**src/rtl/dual_irq_steer.sv**
```systemverilog
module dual_irq_steer #(
  parameter int SRC_W = 6,
  parameter int PRI_W = 4,
  parameter int DEPTH = 16
) (
  input  logic                  clk,
  input  logic                  rst_n,
  input  logic                  tie_to_p1,
  input  logic [1:0][SRC_W-1:0] req_src,
  input  logic [1:0][PRI_W-1:0] req_pri,
  input  logic [1:0]            req_ext,
  input  logic [1:0]            req_shared,
  input  logic [1:0][PRI_W-1:0] task_pri,
  input  logic [1:0]            ack,
  input  logic [1:0]            eoi,
  output logic [1:0]            irq,
  output logic [1:0]            clr_vld,
  output logic [1:0][SRC_W-1:0] clr_src
);
  localparam int DW = $clog2(DEPTH + 1);

  logic [SRC_W-1:0] stk_src [2][DEPTH];
  logic [PRI_W-1:0] stk_pri [2][DEPTH];
  logic [1:0][DW-1:0]    dep;
  logic [1:0][PRI_W-1:0] top;
  logic [1:0] in_other, above, wins, want, take;

  always_comb begin
    top = '0;
    in_other = '0;
    for (int k = 0; k < 2; k++)
      for (int i = 0; i < DEPTH; i++) begin
        if (DW'(i) < dep[k]) top[k] = stk_pri[k][i];
        if (DW'(i) < dep[1-k] && stk_src[1-k][i] == req_src[k]) in_other[k] = 1'b1;
      end
  end

  for (genvar k = 0; k < 2; k++) begin : g_rule
    assign above[k] = (req_pri[k] > top[k]) && (req_pri[k] > task_pri[k]);
    assign wins[k]  = (task_pri[k] < task_pri[1-k]) ||
                      (task_pri[k] == task_pri[1-k] && tie_to_p1 == 1'(k));
    assign want[k]  = above[k] &&
                      (!(req_ext[k] && req_shared[k]) || (!in_other[k] && wins[k]));
    assign take[k]  = ack[k] && irq[k];

    a_r7_push: assert property (@(posedge clk) disable iff (!rst_n)
      (take[k] && dep[k] < DW'(DEPTH)) |=> dep[k] == $past(dep[k]) + DW'(1));
    a_r8_pop: assert property (@(posedge clk) disable iff (!rst_n)
      (eoi[k] && !take[k] && dep[k] != '0) |=> dep[k] == $past(dep[k]) - DW'(1));
    a_r6_clear_pulse: assert property (@(posedge clk) disable iff (!rst_n)
      clr_vld[k] |-> $past(ack[k] && irq[k]));
    a_r9_zero_prio: assert property (@(posedge clk) disable iff (!rst_n)
      (req_pri[k] == '0) |=> !irq[k]);
    a_r7_depth_cap: assert property (@(posedge clk) disable iff (!rst_n)
      dep[k] <= DW'(DEPTH));
  end

  a_r5_single_taker: assert property (@(posedge clk) disable iff (!rst_n)
    (req_ext == 2'b11 && req_shared == 2'b11 && req_src[0] == req_src[1])
    |=> irq != 2'b11);

  always_ff @(posedge clk) begin
    if (!rst_n) begin
      irq     <= '0;
      clr_vld <= '0;
      clr_src <= '0;
      dep     <= '0;
    end else begin
      irq     <= want;
      clr_vld <= take;
      for (int k = 0; k < 2; k++) begin
        if (take[k]) begin
          clr_src[k] <= req_src[k];
          if (dep[k] < DW'(DEPTH)) begin
            for (int i = 0; i < DEPTH; i++)
              if (DW'(i) == dep[k]) begin
                stk_src[k][i] <= req_src[k];
                stk_pri[k][i] <= req_pri[k];
              end
            dep[k] <= dep[k] + DW'(1);
          end
        end else if (eoi[k] && dep[k] != '0) begin
          dep[k] <= dep[k] - DW'(1);
        end
      end
    end
  end
endmodule

```
**config.mk**
```make
export PLATFORM = sky130hd
export DESIGN_NAME = dual_irq_steer
export DESIGN_NICKNAME = d
export VERILOG_FILES = /design/src/rtl/dual_irq_steer.sv
export SDC_FILE = /design/constraint.sdc
export NUM_CORES = 1
export LEC_CHECK = 0
export BUFFER_PORTS_ARGS = -buffer_cell sky130_fd_sc_hd__buf_2
export CAP_MARGIN = 20
export CORE_ASPECT_RATIO = 1.2
export CORE_MARGIN = 3
export CORE_UTILIZATION = 50
export CTS_CLUSTER_SIZE = 30
export DETAILED_ROUTE_END_ITERATION = 10
export MAX_ROUTING_LAYER = met4
export PLACE_DENSITY = 0.69
export SLEW_MARGIN = 10
export SYNTH_ARGS = -nofsm -noshare
export SYNTH_HDL_FRONTEND = slang
export SYNTH_SLANG_ARGS = --single-unit
```
**constraint.sdc**
```tcl
create_clock -name clk -period 3.4 [get_ports clk]
set_clock_uncertainty 0.2 [all_clocks]
set_input_delay 0.17 -clock clk [delete_from_list [all_inputs] [get_ports clk]]
set_output_delay 0.17 -clock clk [all_outputs]
set_load 0.03 [all_outputs]
```
======== After elaboration in Yosys (flattened, before gate mapping) ========
Memory sizes are Yosys's and may differ from the RTL's.
Cells that the tools add are included.
word-level totals
  bits in registers ....................... 26
  memory bits (writable) .................. 320
  input bits .............................. 39
  output and inout port bits .............. 16
  word-level logic and storage cells ...... 411
  memories ................................ 2
memory list
  name     words  bits a word  read ports  clocked after memory_dff  wr ports  RTL line  source
  stk_src  2      96           2           0                         2         22        logic [SRC_W-1:0] stk_src [2][DEPTH];
  stk_pri  2      64           2           0                         2         23        logic [PRI_W-1:0] stk_pri [2][DEPTH];
operators by class
  $add $sub $neg .......................... 4
  $lt $le $gt $ge ......................... 40
  equal/unequal tests ..................... 66
  mux-type cells .......................... 230
  bitwise logic cells ..................... 1
  reduce and logical (&&, ||, !) cells .... 62
operators with widths
  kind                                                        count
  == test 6 bit                                               32
  two-way mux 1 bit                                           192
  two-way mux 4 bit                                           32
  == test 4 x 5 -> 1 bit (first input constant)               16
  less-than comparator 4 x 5 -> 1 bit (first input constant)  16
  logical AND 1 bit                                           46
  == test 3 x 5 -> 1 bit (first input constant)               8
  less-than comparator 3 x 5 -> 1 bit (first input constant)  8
  two-way mux 5 bit                                           6
  == test 2 x 5 -> 1 bit (first input constant)               4
  less-than comparator 1 x 5 -> 1 bit (first input constant)  4
  less-than comparator 2 x 5 -> 1 bit (first input constant)  4
  > comparator 4 bit                                          4
  adder 5 x 1 -> 5 bit (second input constant)                2
  == test 1 x 5 -> 1 bit (first input constant)               2
  zero test 5 bit                                             2
  less-than comparator 5 bit (second input constant)          2
  nonzero test 5 bit                                          2
  subtractor 5 x 1 -> 5 bit (second input constant)           2
  == test 4 bit                                               2
  less-than comparator 4 bit                                  2
  zero test 1 bit                                             4
  logical OR 1 bit                                            4
  != test 2 x 1 -> 1 bit (second input constant)              2
  other kinds (3)                                             5

======== Longest topological paths before layout ========
An unclocked memory read counts as a cell.
  word-level depth ........................ 23
  gate-level depth with buffers ........... 16
  mapped depth without buffers ............ 15

======== Worst setup path after synthesis ========
OpenSTA, ideal clock, no wires.
  kind .................................... flip-flop to flip-flop
  start point ............................. register dep[6] (netlist bit)
  end point ............................... register irq[1]
  library setup time ...................... 0.078 ns
  arrival time ............................ 3.036 ns
  setup slack ............................. 0.086 ns
  stages on the path, launching flop included .. 15
  path buffers ............................ 1
  period minus slack after synthesis ...... 3.314 ns
  cell sequence ........................... dfxtp_1 > buf_2 > inv_2 > ha_1 > mux2_2 > o211ai_1 > o211ai_1 > a211oi_1 > o21ai_1 > a221oi_2 > ha_1 > nand4_1 > nand3_1 > or3_1 > nor3_1
on the way
  word-level cells in the longest chain between the ends .. 20
  elaborated cells on any way between the ends .. 35
ends and longest elaborated chain
  what                                 RTL line  source
  start, declared                      24        logic [1:0][DW-1:0] dep;
  start signal, assigned by index      80        dep[k] <= dep[k] + DW'(1);
  start signal, assigned by index      83        dep[k] <= dep[k] - DW'(1);
  less-than comparator 1 x 5 -> 1 bit  33        if (DW'(i) < dep[k]) top[k] = stk_pri[k][i];
  two-way mux 4 bit (15 in a row)      33
  two-way mux 4 bit (*)                33
  > comparator 4 bit (*)               39        assign above[k] = (req_pri[k] > top[k]) && (req_pri[k] > task_pri[k]);
  logical AND 1 bit (*)                39
  logical AND 1 bit (*)                42        assign want[k] = above[k] &&
  end signal, assigned                 69        irq <= want;
  end, declared                        16        output logic [1:0] irq,
Every way passes the cells marked *; elsewhere a longest branch is shown, timed or not.
A chain may end at the register's enable or synchronous reset.

======== Worst setup path after layout ========
  start point ............................. register dep[5] (netlist bit)
  end point ............................... register irq[1]
Same word-level chain as after synthesis.

==> flow_summary.ini <==
[finish]
syn_to_final_growth_pct = 15.84
fillers = 2356
drive_gt1_frac = 0.1765
multiInputGateArea_mm2 = 0.005099
fin_cells = 1673
final_nets = 1318
fin_area_mm2 = 0.01805
seqCellArea_mm2 = 0.01013

[synthesis]
synth_edf_count = 320
ys_ff_latch = 346
syn_area_per_cell_um2 = 13.90
post-synth-top-count-cell = edfxtp_1
synth.distinct_cells = 76
yosys-top-cells-area = edfxtp_1, xnor2_1, xor2_1
synth_top_cells_by_count = edfxtp_1, xnor2_1, xor2_1
synth_area_leader_cell = edfxtp_1
synth_seq_area_share = 0.6502
synth_ff_type = edfxtp_1
ys.warnings.count = 0
syn_inst = 1121
async_flop_share = 0
synth_top_area_frac = 0.6168
synth_fp_nets = 1190
synth_area_mm2 = 0.01558

[clocking]
cts_tree = done
cts_made_buffers = 37
cts_buffer_depth = 3
clkLatencyLatePin_ps = 520
path_clk_slew_ps = 60
htree_levels = 2
clock_sinks = 346
cts_setup_buffers = 0
cts-root-buf = clkbuf_16

[die]
die_h_um = 199.4
dieArea_mm2 = 0.03332
num_rows = 70
ioPinCount = 55
core_mm2 = 0.03057
die_w_um = 167.1
start_util = 0.5097

[pwr]
ir_drop_mv = 0.5141
p_per_area_mw_per_mm2 = 651.1
fin_total_pwr_w = 0.01175
power_leakage_nw = 6.142

[global_routing]
grt_overflow = 0
grt_antenna_before_repair = 3
grt_max_degree = 28
grt_util_all_layers = 0.2436
grt_pass1_vias = 9977
grt_pass1_wl_mm = 59.93

[critical_path]
crit_path_start = dep[5]$_SDFFE_PN0P_
cp-end-kind = flip-flop
crit_arrival_ps = 3440
path_cells = ha_2 > mux2_2 > o211ai_1 > o211ai_1 > a211oi_2 > o21ai_1 > a221oi_2 > ha_1 > nand4_1 > nand3_1 > or3_1 > nor3_2
path_common_cell = o211ai_1
r2r_slack_ps = 200
max_stage_delay_ps = 400
slowest_stage = or3_1
r2r-end = irq[1]$_SDFF_PN0_
ff2ff_path_depth = 12
crit_cells = 12
worstPathMaxFanout = 4
worstReg2RegStart = dep[5]$_SDFFE_PN0P_
worst-path-buf-inv = 0
crit_end = irq[1]$_SDFF_PN0_
startpoint_type = flip-flop
crit_type = reg2reg
required_ps = 3630
critPathTopFamily = compound AO/OA/AOI/OAI gates

[placement]
dp_hpwl_mm = 26.58
gp_congestion = 0.9267
placed_cell_area_mm2 = 0.01660
pre_cts_slack_ps = -46.46
post-place-cells = 1587
io_buffer_count = 54

[route]
ant_nets = 0
vias = 9701
wl_mm = 39.07
drtPass1Iterations = 6
avgViaCountPerCell = 5.799
first_iter_violations = 590
drc = 0
wl_per_cell_um = 23.35

[sta]
fin_crit_ps = 3205
grt_setup_unrepaired = true
hold_viol = 0
tightestPinTransition_ps = 714.2
setup_ws_ps = 195.3
slew_headroom = 0.5232
finalCritPeriodShare = 0.9426
drv_slew = 0
finalSetupViolations = 0
fmax_mhz = 312.0
whs_ps = 10.87

[min_path]
hold_path_class = in2reg

[job]
max_cap_violations = 0

[outcome]
status = completed
tightest hold or removal path, cell delays in order:
cell and delay (ps):
buf_2 90, nand2_1 190, a31oi_1 100, nor3_1 130
cell usage in the layout (no fill, tap or decap), drive strengths merged, types with 6 or more instances in the layout:
cell,count
edfxtp,320
buf,127
xnor2,109
xor2,90
nand2,69
a21oi,46
clkbuf,46
o21ai,40
nor2,35
nand4,32
nor4,31
ha,30
dfxtp,26
and2,24
nor3,23
inv,21
dlygate4sd3,19
a21boi,15
nor2b,13
clkinv,13
nand2b,11
a31oi,11
nand3,10
mux2i,10
mux2,8
or3,8
o211ai,7
and3,7
a22oi,6
a2111oi,6
metal layers:
metal  GRT usage  vias up  part of all wire
li1            -     4431                 -
met1      0.2929     4816              0.39
met2      0.4089      347              0.50
met3     0.04175      107             0.064
met4      0.1082        0             0.043
met5           -        -                 0
registers in the layout, summed over array words and instances (netlist names):
signal / cells
clr_vld: 2
stk_src: 192
dep: 10
irq: 2
clr_src: 12
stk_pri: 128
report_power, final:
part           total (W)  leakage, nW  internal (W)  switching [W]
combinational    0.00289         2.46       0.00116        0.00173
clock            0.00399        0.593       0.00241        0.00158
sequential       0.00487         3.09       0.00473       0.000135
how the worst min path moves through the flow:
stage | start | to | slack (ps) | depth (start not counted)
6_report | req_shared[0] | irq[0]$_SDFF_PN0_ | 10 | 4
5_1_grt | req_src[8] | stk_src[1][86]$_DFFE_PP_ | 50 | 1
4_1_cts | req_shared[0] | irq[0]$_SDFF_PN0_ | 9 | 4
3_5_place_dp | clr_src[11]$_SDFFE_PN0P_ | clr_src[11]$_SDFFE_PN0P_ | 260 | 2
3_3_place_gp | clr_src[6]$_SDFFE_PN0P_ | clr_src[6]$_SDFFE_PN0P_ | 250 | 2
2_1_floorplan | req_pri[0] | stk_pri[0][0]$_DFFE_PP_ | 70 | 0
final cells by class:
cell class                      count  area share
Multi-Input combinational cell    698      0.2825
Antenna cell                        2   0.0002773
Tap cell                          396     0.02746
Clock inverter                     19     0.01075
Inverter                           20    0.004160
Timing Repair Buffer              146     0.05727
Clock buffer                       46     0.05609
Sequential cell                   346      0.5615
cells by family (layout without fill, tap and decap cells):
logic type / count (synthesis) / after routing / synth area share
simple gates: 274 / 274 / 0.09429
fa+ha+maj: 30 / 30 / 0.02409
flops: 346 / 346 / 0.6502
compound gates: 173 / 173 / 0.07526
xor+xnor: 199 / 199 / 0.1119
buf+inv: 77 / 231 / 0.02626
mux: 22 / 22 / 0.01799
other cells: 0 / 2 / 0
metrics by stage:
stage,utilization,TNS (ps)
floorplan,-,0
global placement,0.5431,0
detailed placement,0.5431,-46.46
CTS,0.5893,0
global route,0.5904,-17.21
finish,0.5904,0
what timing repair did:
action / in CTS / in global routing
hold endpoints to repair: 179 / 0
pin swaps: 0 / 2
hold buffers: 19 / 0
setup endpoints to repair: 1 / 2
gates resized for setup: 3 / 9
(Power assumes the default switching activity.)
